### src/rtl/tmr_pkg.sv
package tmr_pkg;

    // Active-low control pair as seen by the accumulator core
    typedef struct packed {
        logic load_n;
        logic init_n;
    } tmr_ctl_t;

    localparam tmr_ctl_t TMR_CTL_IDLE = '{load_n: 1'b1, init_n: 1'b1};

endpackage

### src/rtl/tmr_stage.sv
module tmr_stage #(
    parameter int HALF_W     = 16,
    parameter int NUM_HALVES = 2,
    localparam int STAGE_W   = HALF_W * NUM_HALVES
) (
    input  logic                  clk,
    input  logic                  rst_n,
    input  logic [NUM_HALVES-1:0] wr_en,
    input  logic [HALF_W-1:0]     wr_data,
    output logic [STAGE_W-1:0]    staged
);

    for (genvar g = 0; g < NUM_HALVES; g++) begin : g_half
        logic [HALF_W-1:0] half_q;

        always_ff @(posedge clk or negedge rst_n) begin
            if (!rst_n) begin
                half_q <= '0;
            end else if (wr_en[g]) begin
                half_q <= wr_data;
            end
        end

        assign staged[g*HALF_W +: HALF_W] = half_q;

        AST_STAGE_HOLD: assert property (@(posedge clk) disable iff (!rst_n)
            !wr_en[g] |=> $stable(staged[g*HALF_W +: HALF_W]));
    end

endmodule

### src/rtl/tmr_ctl_sync.sv
module tmr_ctl_sync
    import tmr_pkg::*;
(
    input  logic     clk,
    input  logic     rst_n,
    input  tmr_ctl_t ctl_raw,
    output tmr_ctl_t ctl_q
);

    always_ff @(posedge clk or negedge rst_n) begin
        if (!rst_n) begin
            ctl_q <= TMR_CTL_IDLE;
        end else begin
            ctl_q <= ctl_raw;
        end
    end

endmodule

### src/rtl/tmr_accum.sv
module tmr_accum
    import tmr_pkg::*;
#(
    parameter int ACC_W = 32
) (
    input  logic             clk,
    input  logic             rst_n,
    input  tmr_ctl_t         ctl_q,
    input  logic [ACC_W-1:0] staged,
    output logic             carry_n
);

    logic [ACC_W-1:0] inc_q;
    logic [ACC_W-1:0] acc_q;
    logic [ACC_W-1:0] feedback;
    logic [ACC_W:0]   sum;
    logic             inc_take;

    assign inc_take = !ctl_q.load_n || !ctl_q.init_n;
    assign feedback = ctl_q.init_n ? acc_q : '0;
    assign sum      = {1'b0, feedback} + {1'b0, inc_q};

    always_ff @(posedge clk or negedge rst_n) begin
        if (!rst_n) begin
            inc_q <= '0;
        end else if (inc_take) begin
            inc_q <= staged;
        end
    end

    always_ff @(posedge clk or negedge rst_n) begin
        if (!rst_n) begin
            acc_q   <= '0;
            carry_n <= 1'b1;
        end else begin
            acc_q   <= sum[ACC_W-1:0];
            carry_n <= ~sum[ACC_W];
        end
    end

    AST_INC_HOLD: assert property (@(posedge clk) disable iff (!rst_n)
        (ctl_q.load_n && ctl_q.init_n) |=> $stable(inc_q));

    AST_INC_LOAD: assert property (@(posedge clk) disable iff (!rst_n)
        !(ctl_q.load_n && ctl_q.init_n) |=> (inc_q == $past(staged)));

    AST_WRAP_MATCH: assert property (@(posedge clk) disable iff (!rst_n)
        ctl_q.init_n |=> ((!carry_n) == (acc_q < $past(acc_q))));

    AST_INIT_NO_CARRY: assert property (@(posedge clk) disable iff (!rst_n)
        !ctl_q.init_n |=> carry_n);

endmodule

### src/rtl/period_marker.sv
module period_marker
    import tmr_pkg::*;
#(
    parameter int ACC_W = 32,
    localparam int HALF_W = ACC_W / 2
) (
    input  logic              clk,
    input  logic              rst_n,
    input  logic              wr_hi,
    input  logic              wr_lo,
    input  logic [HALF_W-1:0] wr_data,
    input  logic              inc_load_n,
    input  logic              init_n,
    output logic              carry_n
);

    localparam int NUM_HALVES = 2;

    logic [NUM_HALVES-1:0] wr_en;
    logic [ACC_W-1:0]      staged;
    tmr_ctl_t              ctl_raw;
    tmr_ctl_t              ctl_q;

    assign wr_en          = {wr_hi, wr_lo};
    assign ctl_raw.load_n = inc_load_n;
    assign ctl_raw.init_n = init_n;

    tmr_stage #(
        .HALF_W     (HALF_W),
        .NUM_HALVES (NUM_HALVES)
    ) u_stage (
        .clk     (clk),
        .rst_n   (rst_n),
        .wr_en   (wr_en),
        .wr_data (wr_data),
        .staged  (staged)
    );

    tmr_ctl_sync u_sync (
        .clk     (clk),
        .rst_n   (rst_n),
        .ctl_raw (ctl_raw),
        .ctl_q   (ctl_q)
    );

    tmr_accum #(
        .ACC_W (ACC_W)
    ) u_accum (
        .clk     (clk),
        .rst_n   (rst_n),
        .ctl_q   (ctl_q),
        .staged  (staged),
        .carry_n (carry_n)
    );

endmodule

### config.mk
export PLATFORM = sky130hd
export DESIGN_NAME = period_marker
export DESIGN_NICKNAME = d
export VERILOG_FILES = /design/src/rtl/tmr_pkg.sv /design/src/rtl/tmr_stage.sv /design/src/rtl/tmr_ctl_sync.sv /design/src/rtl/tmr_accum.sv /design/src/rtl/period_marker.sv
export SDC_FILE = /design/constraint.sdc
export NUM_CORES = 1
export LEC_CHECK = 0
export ABC_CLOCK_PERIOD_IN_PS = 4600
export BUFFER_PORTS_ARGS = -buffer_cell sky130_fd_sc_hd__buf_2
export CORE_MARGIN = 5
export CORE_UTILIZATION = 25
export DETAILED_ROUTE_END_ITERATION = 10
export GPL_TIMING_DRIVEN = 0
export PLACE_DENSITY = 0.45
export SKIP_CTS_REPAIR_TIMING = 1
export SLEW_MARGIN = 10
export SYNTH_ARGS = -nofsm -noshare
export SYNTH_HDL_FRONTEND = slang
export SYNTH_SLANG_ARGS = --single-unit
### constraint.sdc
create_clock -name clk -period 4.6 [get_ports clk]
set_clock_uncertainty 0.1 [all_clocks]
set_input_delay 1.38 -clock clk [delete_from_list [all_inputs] [get_ports clk]]
set_output_delay 1.38 -clock clk [all_outputs]
set_load 0.02 [all_outputs]
==> results.md <==
| Stage | Item | This run |
| --- | --- | --- |
| global route | Wire length of the first global-routing pass | 20000 um |
| yosys | Post-Synthesis Cells | 472 |
| cts | Number of CTS-inserted buffers | 9 |
| floorplanning | Area inside the core boundary | 0.0211 mm2 |
| critical path | Kind of critical path | reg -> reg |
| cts | Maximum level of the CTS H-tree | 3 |
| critical path | Capturing element type of the critical path | register |
| yosys | XOR/XNOR share of the synthesized area | 4.24% |
| floorplanning | Number of top-level pins | 23 |
| yosys | Synth Warn # | 0 |
| cells and area | Share of post-route cells with drive strength above 1 | 22.9% |
| floorplanning | Die Y | 157 um |
| critical path | Reg2Reg Setup Slack | 1.16 ns |
| power and ir drop | Power density over cell area | 527 mW/mm2 |
| yosys | Count of flip-flops with a built-in enable after synthesis | 0 |
| route | Detail-routed via count per cell | 4.77 |
| global route | Via count of the first global-routing pass | 3831 |
| yosys | Synthesized flop and latch total | 99 |
| timing | Final worst-path cycle share | 74.8% |
| yosys | Mapped Nets | 527 |
| yosys | Proportion of register bits with asynchronous set or reset after synthesis | 100% |
| placed design | Final GP Congestion | 0.839 |
| worst hold path | Class of the worst hold path | reg -> reg |
| timing | Worst relative slew slack | 55.0% |
| cts | Clock tree sinks | 99 |
| floorplanning | Die Footprint | 0.0245 mm2 |
| yosys | Combinational family with the most area after synthesis | compound AO/OA/AOI/OAI gates |
| route | DRC violations left | 0 |
| timing | Time the final worst path needs with I/O delays and setup | 3.44 ns |
| yosys | Proportion of synthesized area in mux cells | 13.8% |
| timing | Setup repair after global routing missed its margin | no |
| timing | Maximum clock frequency | 291 MHz |
| cells and area | Reg area | 0.00248 mm2 |
| power and ir drop | Maximum VDD drop | 185 uV |
| route | Wirelength per Cell | 15.4 um |
| yosys | Number of distinct library cells after synthesis | 57 |
| cells and area | Area of combinational cells with multiple inputs | 0.00273 mm2 |
| cells and area | Count of antenna diodes in the layout | 0 |
| yosys | Ys flop type | dfrtp_1 |
| floorplanning | Effective utilization at floorplan | 25.5% |
| route | Number of vias in the routed layout | 3725 |
| cts | Clock edge transition at the registers on the reported setup and hold paths | 0.06 ns |
| yosys | Share of Yosys cell area claimed by the top area cell type | 44.7% |
| cells and area | Fill count | 2205 |
| critical path | CP Launch Type | register |
| timing | Summed negative setup slack over all endpoints | 0 ns |
| cts | Clock latency of the later-clocked register in the worst-skew pair | 0.35 ns |
| yosys | Adder-cell area share of the yosys netlist | 7.83% |
| cts | Clock tree from TritonCTS | done |
| yosys | Syn_area_per_cell | 11.4 um2 |
| cells and area | Number of standard cells in the final layout excluding fillers | 781 |
| global route | GRT Util Overall | 10.2% |
| timing | Setup violations, final | 0 |
| global route | Number of antenna violations at the first check in global routing | 0 |
| critical path | Peak fanout along the critical path | 10 |
| placed design | Count of placed standard cells including taps | 768 |
| critical path | Critical path arrival | 3.56 ns |
| timing | Total count of hold-check failures in the final report | 0 |
| route | Starting DRC count in detailed routing | 174 |
| placed design | Final HPWL from detailed placement | 9290 um |
| power and ir drop | LEAKAGE | 2.66 nW |
| global route | Gr ovfl total | 0 |
| timing | Transition time at the pin with the least slew margin | 0.675 ns |
| yosys | Simple-Gate Fraction of Synth Area | 10.3% |
| cts | CTS Root Buffer Type | clkbuf_16 |
| cts | Max Buffers Root-to-Sink | 2 |
| global route | Largest net degree at the start of global routing | 63 |
| outcome | Result of the run | finished clean |
| yosys | Cell taking the most area after synthesis | dfrtp_1 |
| yosys | Complex-gate fraction of the synthesized area | 14.7% |
| route | Final wirelength | 12000 um |
| critical path | Worst Path Required | 4.72 ns |
| yosys | Post-synthesis instance area | 0.00537 mm2 |
| cells and area | Final #Nets | 559 |
| job | Count of maximum capacitance violations | 0 |
| route | DR pass1 iterations | 4 |
| floorplanning | Cell row count | 53 |
| floorplanning | Die Width | 157 um |
| route | Number of routed nets with antenna violations | 0 |
| cells and area | Area growth from synthesis to layout | 14.4% |
| yosys | Leading cell types by total area after synthesis | dfrtp_1, mux2_2, ha_1, and2_1, a21oi_1 |
| yosys | Sequential area share after synthesis | 46.2% |
| timing | Number of pins with negative max-slew slack in the final report | 0 |
| cells and area | Final core occ | 29.1% |
| placed design | Count of input and output buffers | 20 |
Yosys cell counts, types with 3 or more instances:
cell type  instances
nor3_1             4
dfrtp_1           96
nor2b_1            3
a221oi_1           3
xnor2_1           16
clkbuf_1          11
o21bai_1           3
nand2_1           17
o211ai_1           6
mux2_2            65
nand2b_1           3
a311o_1            3
nor2_1            12
buf_1              3
a21o_1            11
xor2_1            10
inv_1             12
buf_2              4
dfstp_2            3
nand4_1            7
and2_1            33
a211oi_1           3
a211o_1            3
a31oi_1            4
clkbuf_8           3
o21a_1             7
and3_1             7
o21ai_0           18
nand3_1            8
a21oi_1           30
ha_1              32
worst paths after layout:
check / depth (start not counted) / start / end
setup / recovery: 10 / u_sync.ctl_q[0] / u_accum.acc_q[30]
hold / removal: 1 / u_stage.g_half[0].half_q[6] / u_accum.inc_q[6]
max in group asynchronous: 2 / rst_n / u_sync.ctl_q[1]
hold reg to reg: 1 / u_stage.g_half[0].half_q[6] / u_accum.inc_q[6]
setup reg to reg: 10 / u_sync.ctl_q[0] / u_accum.acc_q[30]
min in group asynchronous: 1 / rst_n / u_stage.g_half[0].half_q[2]
cell type report:
class                   instances  share of cell area, %
flip-flops and latches         99                   40.4
multi-input cells             340                   44.4
clock buffers                   9                   3.66
inverters                      12                  0.733
well taps                     275                   5.60
plain buffers                  21                   1.85
repair buffers                 21                   2.12
clock inverters                 4                   1.24
per-layer routing:
layer,global-route usage (%),vias to the layer above,part of all wire (%)
met5,0,-,0
met4,3.47,0,1.5
met3,1.88,12,2.2
met2,17.1,45,49
met1,13.4,1875,47
li1,-,1793,-
where the power goes:
group | internal (mW) | switching [mW] | total (mW)
Clock | 0.469 | 0.315 | 0.785
Sequential | 1.09 | 0.0727 | 1.16
Combinational | 0.571 | 0.717 | 1.29
placed cells by master (no fill, tap or decap), types with 4 or more instances in the layout:
| cell | count |
|---|---|
| nand3_1 | 8 |
| o21ai_0 | 18 |
| and3_1 | 7 |
| xnor2_1 | 16 |
| ha_1 | 32 |
| a31oi_1 | 4 |
| buf_2 | 23 |
| and2_1 | 33 |
| mux2_2 | 65 |
| o21a_1 | 7 |
| clkbuf_16 | 9 |
| nand2_1 | 17 |
| inv_1 | 12 |
| o211ai_1 | 6 |
| xor2_1 | 10 |
| nor3_1 | 4 |
| dfrtp_1 | 96 |
| nor2_1 | 12 |
| nand4_1 | 7 |
| a21oi_1 | 30 |
| a21o_1 | 11 |
| clkbuf_1 | 11 |
flip-flops by register name (all words and copies together) (netlist names):
name                   cells
u_accum.acc_q             32
u_accum.carry_n            1
u_accum.inc_q             32
u_stage.g_half.half_q     32
u_sync.ctl_q               2
metrics by stage:
step | hold WS, ns | instance area [um2] | power [mW] | worst slack [ns]
after floorplan | 0.374 | 5370 | 2.16 | 1.79
final | 0.404 | 6150 | 3.24 | 1.16
after global placement | 0.380 | 5810 | 2.44 | 0.976
after global routing | 0.430 | 6150 | 3.47 | 0.987
after detailed placement | 0.392 | 5840 | 2.47 | 1.20
after CTS | 0.407 | 6150 | 3.28 | 1.17
worst max-delay path: stages, from the launching register on:
cell and delay [ns]:
dfstp_2 0.41, clkbuf_1 0.24, and2_1 0.21, ha_1 0.23
fa_1 0.42, a21o_2 0.25, a221oi_1 0.52, or4_1 0.27
nand4_1 0.15, and3_1 0.20, a311o_1 0.31
cells by family after synthesis:
logic type / count (synthesis)
AO/OA/AOI/OAI: 114
AND/OR/NAND/NOR: 101
flip-flops: 99
multiplexers: 66
buffers and inverters: 33
adder cells (fa/ha/maj): 33
XOR/XNOR: 26
No activity file was read; power rests on OpenSTA's default activity.
